--- src/rtl/por_boot_pkg.sv ---
package por_boot_pkg;

  typedef enum logic [1:0] {
    MODE_IDLE = 2'b00,
    MODE_RT   = 2'b01,
    MODE_BC   = 2'b10
  } boot_mode_e;

  typedef enum logic [1:0] {
    PH_START,
    PH_BIST,
    PH_SETTLE,
    PH_READY
  } phase_e;

  typedef struct packed {
    logic rt_only;
    logic host_sel;
    logic mrt_off;
    logic bc_off;
    logic rtboot_n;
    logic bist_off;
  } strap_t;

endpackage

--- src/rtl/por_sync2.sv ---
// Multi-stage synchroniser with asynchronous clear.
module por_sync2 #(
  parameter int STAGES = 2
) (
  input  logic clk,
  input  logic arst_n,
  input  logic d,
  output logic q
);
  logic [STAGES-1:0] sh;

  always_ff @(posedge clk or negedge arst_n) begin
    if (!arst_n) sh <= '0;
    else         sh <= {sh[STAGES-2:0], d};
  end

  assign q = sh[STAGES-1];
endmodule

--- src/rtl/por_strap_latch.sv ---
// Captures the strap set once, on the first cycle out of reset.
module por_strap_latch
  import por_boot_pkg::*;
(
  input  logic   clk,
  input  logic   rst_n,
  input  strap_t raw,
  output strap_t held,
  output logic   taken
);
  always_ff @(posedge clk or negedge rst_n) begin
    if (!rst_n) begin
      held  <= '0;
      taken <= 1'b0;
    end else if (!taken) begin
      held  <= raw;
      taken <= 1'b1;
    end
  end
endmodule

--- src/rtl/por_phase_timer.sv ---
// Self-test window, settle window and lock gating for host readiness.
module por_phase_timer
  import por_boot_pkg::*;
#(
  parameter int WAIT_BIST_CYC  = 160000,
  parameter int WAIT_PLAIN_CYC = 80000,
  parameter int BIST_RUN_CYC   = 120000
) (
  input  logic clk,
  input  logic rst_n,
  input  logic taken,
  input  logic bist_off,
  input  logic locked,
  output logic bist_active,
  output logic ready
);
  localparam int MAX_WAIT = (WAIT_BIST_CYC > WAIT_PLAIN_CYC) ? WAIT_BIST_CYC : WAIT_PLAIN_CYC;
  localparam int CW       = $clog2(MAX_WAIT + 1);
  localparam logic [CW-1:0] BIST_LAST  = CW'(BIST_RUN_CYC - 1);
  localparam logic [CW-1:0] TGT_BIST   = CW'(WAIT_BIST_CYC - 1);
  localparam logic [CW-1:0] TGT_PLAIN  = CW'(WAIT_PLAIN_CYC - 1);

  phase_e        phase;
  logic [CW-1:0] cnt;
  logic [CW-1:0] tgt;
  logic          at_tgt;

  assign tgt    = bist_off ? TGT_PLAIN : TGT_BIST;
  assign at_tgt = (cnt >= tgt);

  always_ff @(posedge clk or negedge rst_n) begin
    if (!rst_n) begin
      phase <= PH_START;
      cnt   <= '0;
    end else begin
      unique case (phase)
        PH_START: begin
          cnt <= '0;
          if (taken) phase <= bist_off ? PH_SETTLE : PH_BIST;
        end
        PH_BIST: begin
          cnt <= cnt + 1'b1;
          if (cnt == BIST_LAST) phase <= PH_SETTLE;
        end
        PH_SETTLE: begin
          if (!at_tgt) cnt <= cnt + 1'b1;
          if (at_tgt && locked) phase <= PH_READY;
        end
        PH_READY: phase <= PH_READY;
        default:  phase <= PH_START;
      endcase
    end
  end

  assign bist_active = (phase == PH_BIST);
  assign ready       = (phase == PH_READY);
endmodule

--- src/rtl/por_mode_decode.sv ---
// Turns the held straps into boot mode and permission levels.
module por_mode_decode
  import por_boot_pkg::*;
(
  input  strap_t     held,
  input  logic       taken,
  input  logic       ready,
  output boot_mode_e mode,
  output logic       busy,
  output logic       bc_allow,
  output logic       multi_rt,
  output logic       pci_sel
);
  boot_mode_e boot;

  always_comb begin
    if (!held.rtboot_n)                    boot = MODE_RT;
    else if (!held.rt_only && !held.bc_off) boot = MODE_BC;
    else                                   boot = MODE_IDLE;

    mode     = ready ? boot : MODE_IDLE;
    busy     = ready & ~held.rtboot_n;
    bc_allow = taken & ~held.bc_off & ~held.rt_only;
    multi_rt = taken & ~held.mrt_off;
    pci_sel  = taken & held.host_sel;
  end
endmodule

--- src/rtl/por_boot_seq.sv ---
module por_boot_seq
  import por_boot_pkg::*;
#(
  parameter int WAIT_BIST_CYC  = 160000,
  parameter int WAIT_PLAIN_CYC = 80000,
  parameter int BIST_RUN_CYC   = 120000,
  parameter int SYNC_STAGES    = 2
) (
  input  logic       clk,
  input  logic       por_n,
  input  logic       pll_lock_in,
  input  logic       strap_bist_off,
  input  logic       strap_rtboot_n,
  input  logic       strap_bc_off,
  input  logic       strap_mrt_off,
  input  logic       strap_host_sel,
  input  logic       cap_rt_only,
  output logic       pll_rst_o,
  output logic       pll_locked_o,
  output logic       bist_active_o,
  output logic       host_ready_o,
  output logic [1:0] mode_o,
  output logic       busy_o,
  output logic       bc_allow_o,
  output logic       multi_rt_o,
  output logic       pci_sel_o
);
  logic       rst_n_int;
  strap_t     raw, held;
  logic       taken;
  boot_mode_e mode;

  assign pll_rst_o = ~por_n;

  por_sync2 #(.STAGES(SYNC_STAGES)) u_rst_sync (
    .clk(clk), .arst_n(por_n), .d(1'b1), .q(rst_n_int)
  );

  por_sync2 #(.STAGES(SYNC_STAGES)) u_lock_sync (
    .clk(clk), .arst_n(por_n), .d(pll_lock_in), .q(pll_locked_o)
  );

  assign raw = '{rt_only:  cap_rt_only,
                 host_sel: strap_host_sel,
                 mrt_off:  strap_mrt_off,
                 bc_off:   strap_bc_off,
                 rtboot_n: strap_rtboot_n,
                 bist_off: strap_bist_off};

  por_strap_latch u_latch (
    .clk(clk), .rst_n(rst_n_int), .raw(raw), .held(held), .taken(taken)
  );

  por_phase_timer #(
    .WAIT_BIST_CYC(WAIT_BIST_CYC),
    .WAIT_PLAIN_CYC(WAIT_PLAIN_CYC),
    .BIST_RUN_CYC(BIST_RUN_CYC)
  ) u_timer (
    .clk(clk), .rst_n(rst_n_int), .taken(taken), .bist_off(held.bist_off),
    .locked(pll_locked_o), .bist_active(bist_active_o), .ready(host_ready_o)
  );

  por_mode_decode u_dec (
    .held(held), .taken(taken), .ready(host_ready_o), .mode(mode),
    .busy(busy_o), .bc_allow(bc_allow_o), .multi_rt(multi_rt_o), .pci_sel(pci_sel_o)
  );

  assign mode_o = mode;
endmodule

--- config.mk ---
export PLATFORM = sky130hd
export DESIGN_NAME = por_boot_seq
export DESIGN_NICKNAME = d
export VERILOG_FILES = /design/src/rtl/por_boot_pkg.sv /design/src/rtl/por_sync2.sv /design/src/rtl/por_strap_latch.sv /design/src/rtl/por_phase_timer.sv /design/src/rtl/por_mode_decode.sv /design/src/rtl/por_boot_seq.sv
export SDC_FILE = /design/constraint.sdc
export NUM_CORES = 1
export LEC_CHECK = 0
export ABC_CLOCK_PERIOD_IN_PS = 1400
export BUFFER_PORTS_ARGS = -buffer_cell sky130_fd_sc_hd__buf_2
export CORE_ASPECT_RATIO = 2
export CORE_MARGIN = 1.5
export CORE_UTILIZATION = 25
export CTS_BUF_LIST = sky130_fd_sc_hd__clkbuf_4 sky130_fd_sc_hd__clkbuf_8
export DETAILED_ROUTE_END_ITERATION = 6
export PLACE_DENSITY = 0.44
export SLEW_MARGIN = 15
export SYNTH_ARGS = -nofsm -noshare
export SYNTH_HDL_FRONTEND = slang
export SYNTH_SLANG_ARGS = --single-unit
--- constraint.sdc ---
create_clock -name clk -period 1.4 [get_ports clk]
set_input_delay 0.28 -clock clk [delete_from_list [all_inputs] [get_ports clk]]
set_output_delay 0.28 -clock clk [all_outputs]
set_load 0.05 [all_outputs]
==> summary.md <==
| Metric | Value |
|---|---|
| Status | `finished with violations` |
| Violated checks | `setup timing` |
| Critical Path AT | `2230 ps` |
| Design Area, Final | `3000 µm²` |
| Largest net degree at the start of global routing | `28` |
| Reg2Reg Setup Slack | `-640 ps` |
| Final setup vio count | `25` |
| Fin. Hold Viols | `0` |
| Maximum root-to-sink buffer count | `2` |
| Routed len/inst | `between 15 and 20 µm` |
| Worst Hold Class | `primary input to register` |
| Main synth FF type | `dfrtp_1` |
| Reg-to-Reg End | `u_timer.cnt[15]$_DFFE_PN0P_` |
| Lkg Pwr | `roughly 0.0014 µW` |
| Worst setup margin | `-644 ps` |
| Die area | `7960 µm²` |
| Port Buffer Count | `18` |
| Register bit total from synthesis | `31` |
| Cell Pwr Density | `1100 nW/µm²` |
| Post-synth EDFFs | `0` |
| Peak VDD IR | `424 µV` |
| Worst Setup Start Kind | `register` |
| Syn Area/Cell | `10.1 µm²` |
| Die Y | `125 µm` |
| RSZ-0062 raised after global routing | `true` |
| Most frequent cells in the layout | `buf_4 (54), dfrtp_1 (28), buf_6 (20)` |
| Drt first pass iters | `4` |
| Seq/Total Area, Yosys | `41.9%` |
| Area after DPL | `2590 µm²` |
| Crit path max fanout | `8` |
| H-tree Lvls | `2` |
| GRT Total Usage | `16.3%` |
| Final GP Congestion | `0.797` |
| Post-route insts no fill | `363` |
| Seq. cell area | `around 800 µm²` |
| Netlist cell types | `45` |
| Vias in the first global route | `1985` |
| Chip Width | `63.8 µm` |
| Final count of pins violating max slew | `0` |
| R2r startpoint | `u_latch.held[0]$_DFFE_PN0N_` |
| Clk pin slew, worst setup/hold paths | `70 ps` |
| Final min period | `2040 ps` |
| Skew final | `between 6 and 7 ps` |
| DRT Wirelength | `~6000 µm` |
| Core Footprint | `slightly above 7000 µm²` |
| Area Overhead vs Synth | `62.3%` |
| Antenna Nets Post-Route | `0` |
| Core Rows | `between 40 and 50` |
| R2R depth | `7` |
| Drc violations | `0` |
| Fillcell total | `719` |
| Async SR Flop Fraction | `100%` |
| Starting Density | `roughly a quarter` |
| Hpwl dp | `4480 µm` |
| Fin crit share | `146%` |
| DR vias | `1825` |
| Initial antenna violation count | `0` |
| Via density | `about 5.0` |
| ANT cells | `0` |
| Gr ovfl total | `0` |
| CTS sink count | `31` |
| Post-Syn Area | `~1900 µm²` |
| Kind of critical path | `register to register` |
| CTS root buf | `clkbuf_8` |
| Share of cells above drive strength 1 | `55.4%` |
| Max Clock Freq | `489 MHz` |
| WP data required | `around 1600 ps` |
| Clock Latency Late Sink | `between 200 and 300 ps` |
| Max-Cap Viols | `0` |
| Synth warn | `0` |
| Num CTS Buffers | `5` |
| Gate Count Post-Synth | `184` |
| I/O pin total | `19` |
| Most common cell after layout, fill and taps aside | `buf_4` |
| Final-stage net count | `289` |
| Multi-input combinational cell area | `1260 µm²` |
| Critical path endpoint | `u_timer.cnt[15]$_DFFE_PN0P_` |
| CP Launch Point | `u_latch.held[0]$_DFFE_PN0N_` |
| First-pass GRT wire length | `9720 µm` |
| Placed insts | `345` |
| CTS tree | `yes` |
| Element type at the critical path end | `register` |
| Initial DRC count | `71` |
## per-layer routing
layer	up-vias	share of wire, %	wire [µm]	track usage [%]
li1	875	-	-	-
met4	0	3.6	214	9.46
met3	13	2.9	173	3.07
met1	903	34	2010	15.3
met2	34	60	3530	30.9
met5	-	0	0	0
## power breakdown
group | total [µW] | internal, µW | switching [µW]
sequential | 992 | 948 | 44.5
clock | 723 | 387 | 336
combinational | 1590 | 788 | 803
total | 3310 | 2120 | 1180
## worst max-delay path, stage by stage (launching register included)
cell	delay [ps]
dfrtp_2	460
inv_4	100
ha_4	200
a21oi_2	110
nor3_1	60
a311o_2	450
a31o_4	340
o41ai_4	230
## cells by family after synthesis
group / Yosys count / synth area share, %
simple gates: 70 / 21.0
flops: 31 / 41.9
other cells: 1 / 0.203
fa+ha+maj: 10 / 6.76
buf+inv: 20 / 4.73
compound gates: 43 / 20.1
mux: 9 / 5.34
## synthesized netlist by cell type, drive strengths merged (4+ instances only)
cell type / count / area [µm²]
nor2: 8 / 30.0
clkbuf: 7 / 26.3
nand4: 7 / 50.1
ha: 10 / 125
a31oi: 5 / 31.3
a41oi: 8 / 70.1
o31ai: 8 / 80.1
inv: 10 / 37.5
and3: 12 / 75.1
nor3: 4 / 20.0
nand2: 16 / 60.1
mux2: 7 / 78.8
nand3: 8 / 40.0
dfrtp: 31 / 776
## sequential cells by signal, summed over array words and instances, names as in the netlist
signal	cells
u_rst_sync.sh	2
u_latch.taken	1
u_lock_sync.sh	2
u_timer.cnt	18
u_latch.held	6
u_timer.phase	2
## what timing repair did
action                                 CTS  global route
buffers inserted                         7             1
pin swaps                                7             8
hold buffers                             1             0
resized for setup                       48            14
gates cloned                             1             0
setup endpoints to repair               28            27
endpoints found under the hold margin    4             0
## layout make-up
class                      count  area share [%]
sequential                    31            26.0
clock inverter                 1           0.167
clock buffer                   7            2.79
timing repair buffer          87            24.0
tap                           92            3.83
multi-input combinational    135            41.8
inverter                      10            1.42
## worst min-delay path by stage
stage / startpoint / to / slack (ps) / cells past startpoint
after floorplan: por_n / u_lock_sync.sh[0]$_DFF_PN0_ / -20 / 0
final: pll_lock_in / u_lock_sync.sh[0]$_DFF_PN0_ / 100 / 1
after detailed placement: por_n / u_lock_sync.sh[0]$_DFF_PN0_ / 90 / 1
after global placement: por_n / u_lock_sync.sh[0]$_DFF_PN0_ / 90 / 1
after global routing: pll_lock_in / u_lock_sync.sh[0]$_DFF_PN0_ / 80 / 1
after CTS: pll_lock_in / u_lock_sync.sh[0]$_DFF_PN0_ / 90 / 1
## through the flow
step	power, µW	hold slack [ps]	setup slack [ps]	TNS, ps	utilization, %
finish	3310	95.2	-644	-13150	41.6
detailed placement	2310	93.2	-740	-13420	36.0
floorplan	1810	-15.6	-580	-10490	-
global route	3460	80.2	-709	-14720	41.6
CTS	3320	87.8	-624	-12690	40.6
global placement	2300	89.6	-667	-12690	36.0
Note: power is estimated with default switching activity, not from simulation.
